**config.mk**
```make
export PLATFORM = sky130hd
export DESIGN_NAME = sio_dual_port
export DESIGN_NICKNAME = d
export VERILOG_FILES = /design/src/rtl/sio_dual_port_pkg.sv /design/src/rtl/sio_si_tracker.sv /design/src/rtl/sio_data_reg.sv /design/src/rtl/sio_sk_gen.sv /design/src/rtl/sio_dual_port.sv
export SDC_FILE = /design/constraint.sdc
export NUM_CORES = 1
export LEC_CHECK = 0
export CORE_MARGIN = 2
export CORE_UTILIZATION = 40
export CTS_CLUSTER_DIAMETER = 60
export CTS_CLUSTER_SIZE = 24
export DETAILED_ROUTE_END_ITERATION = 6
export DONT_BUFFER_PORTS = 1
export MAX_ROUTING_LAYER = met4
export PLACE_DENSITY = 0.54
export SYNTH_ARGS = -nofsm -noshare
export SYNTH_HDL_FRONTEND = slang
export SYNTH_SLANG_ARGS = --single-unit
```
**constraint.sdc**
```tcl
create_clock -name clk -period 1.08 [get_ports clk]
set_input_delay 0.054 -clock clk [delete_from_list [all_inputs] [get_ports clk]]
set_output_delay 0.054 -clock clk [all_outputs]
set_load 0.01 [all_outputs]
```
**src/rtl/sio_dual_port_pkg.sv**
```systemverilog
`timescale 1ns/1ps
package sio_dual_port_pkg;
    localparam int DATA_W   = 4;
    localparam int EN_W     = 4;
    localparam int EN_CNT   = 0;
    localparam int EN_NONE  = 1;
    localparam int EN_OE    = 2;
    localparam int EN_SO    = 3;

    typedef enum logic {
        LVL_LOW  = 1'b0,
        LVL_HIGH = 1'b1
    } lvl_state_t;

    typedef enum logic [1:0] {
        OP_HOLD  = 2'd0,
        OP_SHIFT = 2'd1,
        OP_COUNT = 2'd2,
        OP_LOAD  = 2'd3
    } reg_op_t;

    typedef enum logic [1:0] {
        SK_IDLE  = 2'd0,
        SK_PULSE = 2'd1,
        SK_LEVEL = 2'd2
    } sk_state_t;
endpackage

```
**src/rtl/sio_si_tracker.sv**
```systemverilog
`timescale 1ns/1ps
module sio_si_tracker
    import sio_dual_port_pkg::*;
#(
    parameter int SYNC_STAGES = 2
) (
    input  logic clk,
    input  logic rst_n,
    input  logic cyc_stb,
    input  logic si,
    output logic si_sync,
    output logic fall_evt
);
    logic [SYNC_STAGES-1:0] chain;
    lvl_state_t state_q, state_d;

    genvar g;
    generate
        for (g = 0; g < SYNC_STAGES; g++) begin : g_sync
            if (g == 0) begin : g_first
                always_ff @(posedge clk) begin
                    if (!rst_n) chain[g] <= 1'b0;
                    else        chain[g] <= si;
                end
            end else begin : g_next
                always_ff @(posedge clk) begin
                    if (!rst_n) chain[g] <= 1'b0;
                    else        chain[g] <= chain[g-1];
                end
            end
        end
    endgenerate

    assign si_sync = chain[SYNC_STAGES-1];

    // state register
    always_ff @(posedge clk) begin
        if (!rst_n) state_q <= LVL_LOW;
        else        state_q <= state_d;
    end

    // transitions: sampled only at the strobe
    always_comb begin
        state_d = state_q;
        if (cyc_stb) begin
            unique case (state_q)
                LVL_LOW:  if (si_sync)  state_d = LVL_HIGH;
                LVL_HIGH: if (!si_sync) state_d = LVL_LOW;
                default:  state_d = LVL_LOW;
            endcase
        end
    end

    // outputs
    always_comb begin
        fall_evt = 1'b0;
        unique case (state_q)
            LVL_HIGH: fall_evt = cyc_stb && !si_sync;
            LVL_LOW:  fall_evt = 1'b0;
            default:  fall_evt = 1'b0;
        endcase
    end
endmodule

```
**src/rtl/sio_data_reg.sv**
```systemverilog
`timescale 1ns/1ps
module sio_data_reg
    import sio_dual_port_pkg::*;
#(
    parameter int W = DATA_W
) (
    input  logic         clk,
    input  logic         rst_n,
    input  reg_op_t      op,
    input  logic [W-1:0] load_val,
    input  logic         ser_in,
    output logic [W-1:0] q
);
    localparam logic [W-1:0] ONE = {{(W-1){1'b0}}, 1'b1};
    logic [W-1:0] d;

    always_comb begin
        d = q;
        unique case (op)
            OP_HOLD:  d = q;
            OP_SHIFT: d = {q[W-2:0], ser_in};
            OP_COUNT: d = q - ONE;
            OP_LOAD:  d = load_val;
            default:  d = q;
        endcase
    end

    always_ff @(posedge clk) begin
        if (!rst_n) q <= '0;
        else        q <= d;
    end
endmodule

```
**src/rtl/sio_sk_gen.sv**
```systemverilog
`timescale 1ns/1ps
module sio_sk_gen
    import sio_dual_port_pkg::*;
(
    input  logic clk,
    input  logic rst_n,
    input  logic cnt_mode,
    input  logic cyc_stb,
    input  logic load_latch,
    input  logic latch_val,
    output logic sk
);
    logic      gate_q;
    sk_state_t state_q, state_d;

    always_ff @(posedge clk) begin
        if (!rst_n)          gate_q <= 1'b1;
        else if (load_latch) gate_q <= latch_val;
    end

    // state register
    always_ff @(posedge clk) begin
        if (!rst_n) state_q <= SK_IDLE;
        else        state_q <= state_d;
    end

    // transitions
    always_comb begin
        state_d = SK_IDLE;
        if (cnt_mode) state_d = gate_q ? SK_LEVEL : SK_IDLE;
        else          state_d = (cyc_stb && gate_q) ? SK_PULSE : SK_IDLE;
    end

    // outputs
    always_comb begin
        sk = 1'b0;
        unique case (state_q)
            SK_IDLE:  sk = 1'b0;
            SK_PULSE: sk = 1'b1;
            SK_LEVEL: sk = 1'b1;
            default:  sk = 1'b0;
        endcase
    end
endmodule

```
**src/rtl/sio_dual_port.sv**
```systemverilog
`timescale 1ns/1ps
module sio_dual_port
    import sio_dual_port_pkg::*;
#(
    parameter int W           = DATA_W,
    parameter int SYNC_STAGES = 2
) (
    input  logic         clk,
    input  logic         rst_n,
    input  logic         cyc_stb,
    input  logic         si,
    input  logic [3:0]   en_bits,
    input  logic         carry_in,
    input  logic         xchg_req,
    input  logic [W-1:0] acc_in,
    output logic         so,
    output logic         sk,
    output logic [W-1:0] acc_out,
    output logic         lport_oe
);
    logic    si_sync, fall_evt, cnt_mode, so_en;
    logic    unused_en1;
    reg_op_t op;
    logic [W-1:0] q;

    assign cnt_mode   = en_bits[EN_CNT];
    assign so_en      = en_bits[EN_SO];
    assign unused_en1 = en_bits[EN_NONE];

    sio_si_tracker #(.SYNC_STAGES(SYNC_STAGES)) u_trk (
        .clk(clk), .rst_n(rst_n), .cyc_stb(cyc_stb), .si(si),
        .si_sync(si_sync), .fall_evt(fall_evt)
    );

    always_comb begin
        op = OP_HOLD;
        if (xchg_req)               op = OP_LOAD;
        else if (cyc_stb && !cnt_mode) op = OP_SHIFT;
        else if (cnt_mode && fall_evt) op = OP_COUNT;
    end

    sio_data_reg #(.W(W)) u_reg (
        .clk(clk), .rst_n(rst_n), .op(op), .load_val(acc_in),
        .ser_in(si_sync), .q(q)
    );

    sio_sk_gen u_sk (
        .clk(clk), .rst_n(rst_n), .cnt_mode(cnt_mode), .cyc_stb(cyc_stb),
        .load_latch(xchg_req), .latch_val(carry_in), .sk(sk)
    );

    always_comb begin
        if (cnt_mode) so = so_en;
        else          so = so_en & q[W-1];
    end

    assign acc_out  = q;
    assign lport_oe = en_bits[EN_OE];
endmodule

```
Yosys cells after proc, flatten, opt, wreduce, memory -nomap -nowiden
Cells that the tools add are included.

word-level totals
  logic and storage cells = 33
  input bits = 14
  output and inout bits = 7
  bits in read-only memories = 0
  bits in registers = 10
  bits in writable memories = 0
  memories kept = 0
  bits in latches = 0

operators by class
  muxes and demuxes = 11
  reduce and logical (&&, ||, !) cells = 8
  divide/modulo/power cells = 0
  bitwise logic cells = 2
  eq/ne operators = 5
  add/subtract/negate cells = 1
  $lt $le $gt $ge = 0
  shift operators = 0
  $mul = 0

operators with widths
  cell                                                                count
  4-bit one-hot mux with 3 select lines                               1
  2-bit two-way mux                                                   5
  2-bit == test, second input constant                                3
  2-bit by 1-bit == test with 1-bit output, second input constant     2
  1-bit logical AND                                                   4
  1-bit two-way mux                                                   4
  4-bit by 1-bit subtractor with 4-bit output, second input constant  1
  1-bit logical NOT                                                   2
  2-bit logical NOT                                                   1
  1-bit one-hot mux with 2 select lines                               1
  2-bit OR reduction                                                  1
  1-bit AND                                                           1
  1-bit inverter                                                      1

Logic depth before layout (Yosys ltp)
Gate-level depths: netlist of run 1.

  word-level depth = 9
  depth in mapped cells = 6
  depth with buffers taken out = 6

Modules after synthesis
From an unflattened synthesis of run 1, not the netlist that was laid out.

second synthesis, totals
  cell total of the unflattened synthesis = 53
  area total of the unflattened synthesis = 520.5 µm²

by module, submodules not included
  module          instances  cells an instance  sequential area each (µm²)  area an instance (µm²)
  sio_data_reg    1          32                 80.1                        287.8
  sio_si_tracker  1          8                  60.1                        98.8
  sio_sk_gen      1          8                  60.1                        98.8
  sio_dual_port   1          5                  0.0                         35.0

Worst setup path after synthesis of run 1
Ideal clock, no wire load.

  path kind = register to register
  start = reg u_reg.q[0]
  end = reg u_reg.q[2]
  period minus slack after synthesis = 1231 ps
  stages on the path, launching flop included = 7
  slack = -151 ps
  path buffers = 0
  required time = 1020 ps
  setup time = 60 ps
  arrival time = 1171 ps
  path through = dfxtp_1 > inv_1 > ha_1 > nand2_1 > nand2_1 > a211oi_2 > o221a_1

between the ends
  cells in the longest elaborated chain, start to end = 2

RTL lines
  element                                      RTL line            source
  from (decl)                                  sio_data_reg.sv:12  output logic [W-1:0] q
  from (signal assigned)                       sio_data_reg.sv:29  if (!rst_n) q <= '0;
  from (signal assigned)                       sio_data_reg.sv:30  else q <= d;
  4-bit by 1-bit subtractor with 4-bit output  sio_data_reg.sv:22  OP_COUNT: d = q - ONE;
  4-bit one-hot mux with 3 select lines        sio_data_reg.sv:19  unique case (op)

Every way passes these cells.
A chain may end at the register's enable or synchronous reset.

Worst setup path in the final report of run 1
  start = reg u_reg.q[0]
  end = reg u_reg.q[3]

Same word-level chain as after synthesis.

==> results of run 1 <==
flip-flops by register name, summed over array words and instances, names as in the netlist:
name,cells
u_trk.chain,1
u_trk.state_q,1
u_trk.si_sync,1
u_sk.state_q,2
u_reg.q,4
u_sk.gate_q,1
worst max path at each step:
stage	cells past startpoint	end	slack (ps)	from
after global routing	4	u_reg.q[3]	-210	u_reg.q[0]
after global placement	4	u_reg.q[3]	-120	u_reg.q[0]
final	4	u_reg.q[3]	-120	u_reg.q[0]
after floorplan	4	u_reg.q[3]	-60	u_reg.q[0]
after detailed placement	4	u_reg.q[3]	-110	u_reg.q[0]
after CTS	4	u_reg.q[3]	-130	u_reg.q[0]
per-layer routing:
metal	global-route usage, %	vias up
li1	-	253
met1	23.6	228
met2	27.4	11
met3	5.56	2
met4	10.0	0
met5	-	-
where the power goes:
group	switching [mW]	leakage (nW)	internal [mW]
logic	0.0774	0.197	0.0957
registers	0.0170	0.0840	0.392
clock network	0.140	0.0210	0.205
area by class of cell:
cell class	instances	area [µm²]	share of cell area (%)
clock buffers	4	36.3	5.05
inverters	3	11.3	1.57
multi-input cells	45	315	43.9
flip-flops and latches	10	206	28.7
well taps	15	18.8	2.61
repair buffers	15	130	18.1
cells in the final DEF (no fill, tap or decap), drive strengths merged, types with 2 or more instances in the layout:
| master | instances |
|---|---|
| a31oi | 2 |
| mux2i | 2 |
| o31ai | 3 |
| and3 | 2 |
| buf | 8 |
| inv | 3 |
| dfxtp | 10 |
| dlygate4sd3 | 7 |
| o21ai | 3 |
| a21boi | 2 |
| and2 | 2 |
| nor2b | 2 |
| nand2 | 5 |
| clkbuf | 4 |
| nor2 | 4 |
| or3 | 2 |
cells by family (layout without fill, tap and decap cells):
kind of cell	count (synthesis)	in the layout
buffers and inverters	6	22
multiplexers	2	2
flip-flops	10	10
XOR/XNOR	1	1
adder cells (fa/ha/maj)	1	1
AND/OR/NAND/NOR	25	25
AO/OA/AOI/OAI	16	16
through the flow:
| step | power, mW | hold slack (ps) |
|---|---|---|
| 2_1_floorplan | 0.522 | 181 |
| 5_1_grt | 0.965 | 34.9 |
| 3_3_place_gp | 0.557 | 108 |
| 4_1_cts | 0.929 | 1.75 |
| 6_report | 0.927 | 1.65 |
| 3_5_place_dp | 0.556 | 108 |
what timing repair did:
| action | 4_1_cts | 5_1_grt |
|---|---|---|
| endpoints found under the hold margin | 10 | 0 |
| gates resized for setup | 4 | 1 |
| pin swaps | 3 | 4 |
| hold buffers | 7 | 0 |
| setup endpoints to repair | 4 | 4 |
critical path, delay by kind of cell, from the launching register on:
kind / cells / cell delay, ps
AO/OA/AOI/OAI: 3 / 400
flip-flops: 1 / 350
AND/OR/NAND/NOR: 1 / 370
==> impl_metrics.ini, run 1 <==
[setup_path]
crit_slowest_cell = or3_1
r2r_end = u_reg.q[3]
critPathCaptureType = flip-flop
crit_chain = or3_1 > o31ai_1 > o21ai_1 > a31oi_1
worstRegToRegCells = 4
cp_data_arrival_time_ps = 1400
worstPathRequired_ps = 1280
r2r_slack_ps = -120
crit_path_start_kind = flip-flop
r2r_start = u_reg.q[0]
slowest_delay_ps = 370
crit_fanout = 4
setup.worst_path.class = flip-flop to flip-flop

[yosys]
synth.most_common_cell = dfxtp_1
syn_avg_cell_area_um2 = 8.66
synthTopCellsByCount = 10 x dfxtp_1, 5 x nand2_1, 4 x nor2_1
synth_ff_type = dfxtp_1
ys_seq_elements = 10
yosys.area_share.simple_pct = 26.5
synthAdderAreaFrac_pct = 2.37
yosysTopAreaCell = dfxtp_1
yosysSeqAreaShare_pct = 37.9
synth.distinct_cells = 33
synth_compound_area_share_pct = 22.5
synth_mux_area_share_pct = 3.79
synth_xor_area_share_pct = 1.66
synth_area_leaders = dfxtp_1 38%, o31ai_1 4.3%, mux2i_1 3.8%
synth_edf_count = 0
synth_top_cell_area_share_pct = 37.9
synth_cells = 61
syn_nets = 76
synth_warnings = 0
syn_area_um2 = 528
async_reset_ff_share_pct = 0
synth_top_family_by_area = simple AND/OR/NAND/NOR gates

[final_layout]
nets = 93
fin_cells = 92
layout-drive-gt1-share_pct = 26.0
final_cell_area_um2 = 718
synthToLayoutAreaGrowth_pct = 36.0
utilization_pct = 56.6
diodes = 0
fillCellCount = 122

[routing]
drt_wl_total_mm = 1.25
ant_nets = 0
met1_length_um = 596
met2_length_um = 591
drt_iter0_drc = 6
dr_wl_met3_um = 50
wire_per_inst_um = 13.6
dr.pass1.iters = 4
drc_errors = 0
maxUsedRoutingLayer = met4
num_vias = 494
vias_per_cell = 5.37

[global_route]
grt_pass1_vias = 436
grt_pass1_wl_mm = 1.88
grtUsageTotal_pct = 19.0
antenna_found_initial = 0
grt_max_degree = 11
grt-ovfl-total = 0

[run_status]
violations = setup timing
status = finished with violations

[floorplan]
ios = 21
core_mm2 = 0.00127
die_w_um = 40.3
start_util_pct = 41.6
die_height_um = 40.3
num_rows = 13
die_area_mm2 = 0.00163

[sta]
finalHoldViolCount = 0
setup_viol = 3
fin_crit_ps = 1200
clock_skew_ps = 4.53
worst_pin_slew_ps = 309
slew_headroom_pct = 79.3
fmax_mhz = 837
period_share_pct = 111
setup_ws_ps = -115
slew_violations = 0
setup_tns_ps = -249
rsz0062_at_grt = yes

[clock_network]
clkSlewWorstSetupHoldPaths_ps = 70
numCtsBuffers = 3
post_cts_buffers = 0
cts_root_buf = clkbuf_4
htreeDepth = 1
cts_tree = done
clock_sinks = 10
clk_latency_ps = 270
clockBufferDepth = 2

[hold_path]
hold_depth = 2
hold_start = xchg_req
hold_end = u_reg.q[3]
hp-class = input pin to flip-flop

[placed_design]
dpl-instance-area_um2 = 599
hpwlAfterDp_um = 881
portBuffers = 0
dp.cells = 81
gp_congestion = 0.711
dp_slack_ps = -107

[pwr]
power.density_mw_per_mm2 = 1290
leakage_nw = 0.302
ir_drop_mv = 1.06

[job]
maxCapViolations = 0
Note: power is estimated with default switching activity, not from simulation.
==> inputs of run 2 (changes only) <==
--- a/config.mk
+++ b/config.mk
@@ -13,6 +13,8 @@
 export DONT_BUFFER_PORTS = 1
 export MAX_ROUTING_LAYER = met4
 export PLACE_DENSITY = 0.54
+export SKIP_CTS_REPAIR_TIMING = 1
 export SYNTH_ARGS = -nofsm -noshare
 export SYNTH_HDL_FRONTEND = slang
+export SYNTH_HIERARCHICAL = 1
 export SYNTH_SLANG_ARGS = --single-unit
==> run 2 against run 1 <==
- largest power group unchanged
- highest routed layer unchanged
- setup slack got worse by 150 ps
- maximum frequency decreased by 11%
- first-iteration DRC count increased by 17%
- flip-flop and latch count unchanged
- hold slack improved by 20 ps
- area after synthesis decreased by 1.4%
- register-to-register slack got worse by 150 ps
- combinational power increased by 18%
- synthesized cell count decreased by 13%
- clock-buffer cell count unchanged
- total power increased by 3.2%
- the flow still finishes with violations (setup timing)
==> impl_metrics.ini, run 2 <==
[yosys]
synth_compound_area_share_pct = 25.7
synth.distinct_cells = 30
async_reset_ff_share_pct = 0
synth_mux_area_share_pct = 3.85
yosysTopAreaCell = dfxtp_1
synth_edf_count = 0
synth_ff_type = dfxtp_1
synth_top_cell_area_share_pct = 38.5
synth_top_family_by_area = compound AO/OA/AOI/OAI gates
yosysSeqAreaShare_pct = 38.5
synthAdderAreaFrac_pct = 2.40
ys_seq_elements = 10
synth_xor_area_share_pct = 1.68
syn_area_um2 = 520
synthTopCellsByCount = 10 x dfxtp_1, 5 x nand2_1
synth.most_common_cell = dfxtp_1
synth_cells = 53
synth_area_leaders = dfxtp_1 38%, mux2i_1 3.8%, o211a_1 3.8%
synth_warnings = 6
syn_avg_cell_area_um2 = 9.82
syn_nets = 68
yosys.area_share.simple_pct = 21.4

[final_layout]
layout-drive-gt1-share_pct = 35.7
utilization_pct = 61.1
largest_reg_flops = 4
final_common_cell = buf_4
reg.largest.list = u_reg/q (4), u_sk/state_q (2)
synthToLayoutAreaGrowth_pct = 35.8
layout_common_cells = 10 x buf_4, 8 x dfxtp_1, 6 x dlygate4sd3_1
top_register = u_reg/q
diodes = 0
nets = 86

[sta]
period_share_pct = 125
finalHoldViolCount = 0
slew_headroom_pct = 79.0
whs_ps = 21.5
rsz0062_at_grt = yes
worst_pin_slew_ps = 315
setup_viol = 4
setup_tns_ps = -756
clock_skew_ps = 3.70
fin_crit_ps = 1350
fmax_mhz = 741
slew_violations = 0
setup_ws_ps = -269

[pwr]
ir_drop_mv = 0.901
clkPwrFrac_pct = 35.4
p_int_mw = 0.710
power.density_mw_per_mm2 = 1350
seqPwrFrac_pct = 43.3
fin_total_pwr_mw = 0.957
power.switching_mw = 0.247
power.share.switching_pct = 25.8
combPwrFrac_pct = 21.3
leakage_nw = 0.331

[placed_design]
hpwlAfterDp_um = 822
portBuffers = 0
dp_slack_ps = -284
gp_congestion = 0.790

[floorplan]
die_w_um = 40.1
num_rows = 12
die_height_um = 40.1
core_mm2 = 0.00116
ios = 21
die_area_mm2 = 0.00161
start_util_pct = 45.0

[routing]
dr.pass1.iters = 4
drt_wl_total_mm = 1.16
drt_iter0_drc = 7
wire_per_inst_um = 13.8
num_vias = 473
vias_per_cell = 5.63
ant_nets = 0
drc_errors = 0

[global_route]
grt_pass1_vias = 423
grt_pass1_wl_mm = 1.72
antenna_found_initial = 0
grtUsageTotal_pct = 17.5
grt_max_degree = 11
grt-ovfl-total = 0

[setup_path]
worstPathRequired_ps = 1290
slowest_delay_ps = 310
crit_buf_inv = 0
r2r_slack_ps = -270
crit_slowest_cell = dfxtp_1
crit_chain = and3b_2 > a21o_4 > a31o_1 > o221ai_2 > o311a_1
crit_fanout = 6
setup.worst_path.class = flip-flop to flip-flop
critPathCaptureType = flip-flop
crit_path_start_kind = flip-flop
cp_data_arrival_time_ps = 1560
critical_path.top_delay_family = compound AO/OA/AOI/OAI gates

[clock_network]
clockBufferDepth = 2
clkSlewWorstSetupHoldPaths_ps = 70
numCtsBuffers = 3
htreeDepth = 1
clock_sinks = 10
clk_latency_ps = 270
cts_root_buf = clkbuf_4
cts_tree = done

[run_status]
status = finished with violations
violations = setup timing

[hold_path]
hp-class = input pin to flip-flop

[job]
maxCapViolations = 0
## run 2: cell types whose count changed after synthesis, sizes merged, moves of 2 or more
| cell | change |
|---|---|
| o311a | +2 |
| a21o | +2 |
| nor2 | -3 |
| a31oi | -2 |
| o31ai | -3 |
| a21boi | -2 |
| o211ai | +2 |
| o221ai | +2 |
| or3 | -2 |
| o211a | +2 |
## run 2: worst paths after layout
kind                  startpoint             to  depth (start not counted)
hold / removal             rst_n     u_reg/q[3]                          2
setup reg to reg   u_trk/state_q     u_reg/q[2]                          5
hold reg to reg   u_trk/chain[0]  u_trk/si_sync                          1
setup / recovery   u_trk/state_q     u_reg/q[2]                          5
## run 2: layout make-up
cell class / instances / area, µm²
multi-input combinational: 37 / 304
timing repair buffer: 16 / 135
inverter: 3 / 11.3
tap: 14 / 17.5
sequential: 10 / 203
clock buffer: 4 / 36.3
fill: 99 / 449
## run 2: cells by family (layout without fill, tap and decap cells)
logic type               after synthesis  in the layout
multiplexers                           2              2
XOR/XNOR                               1              1
adder cells (fa/ha/maj)                1              1
AO/OA/AOI/OAI                         16             16
flip-flops                            10             10
buffers and inverters                  6             23
AND/OR/NAND/NOR                       17             17
## run 2: power by group through the flow
stage          Sequential [mW]  Clock [mW]  Combinational [mW]
6_report                 0.415       0.338               0.204
5_1_grt                  0.418       0.370               0.224
4_1_cts                  0.415       0.350               0.173
3_5_place_dp             0.424           0               0.172
3_3_place_gp             0.421           0               0.164
2_1_floorplan            0.432           0               0.112
## run 2: through the flow
step / cell area, µm² / instances
3_3_place_gp: 593 / 74
5_1_grt: 707 / 84
6_report: 707 / 84
2_1_floorplan: 529 / 53
3_5_place_dp: 593 / 74
4_1_cts: 629 / 78
## run 2: metal layers
layer	vias up	wire length, µm	GRT usage [%]	share of wire, %
met3	2	82	5.56	7.1
met1	220	504	18.4	43
met4	0	10	12.9	0.86
met5	-	0	-	0
li1	232	-	-	-
met2	19	566	27.4	49
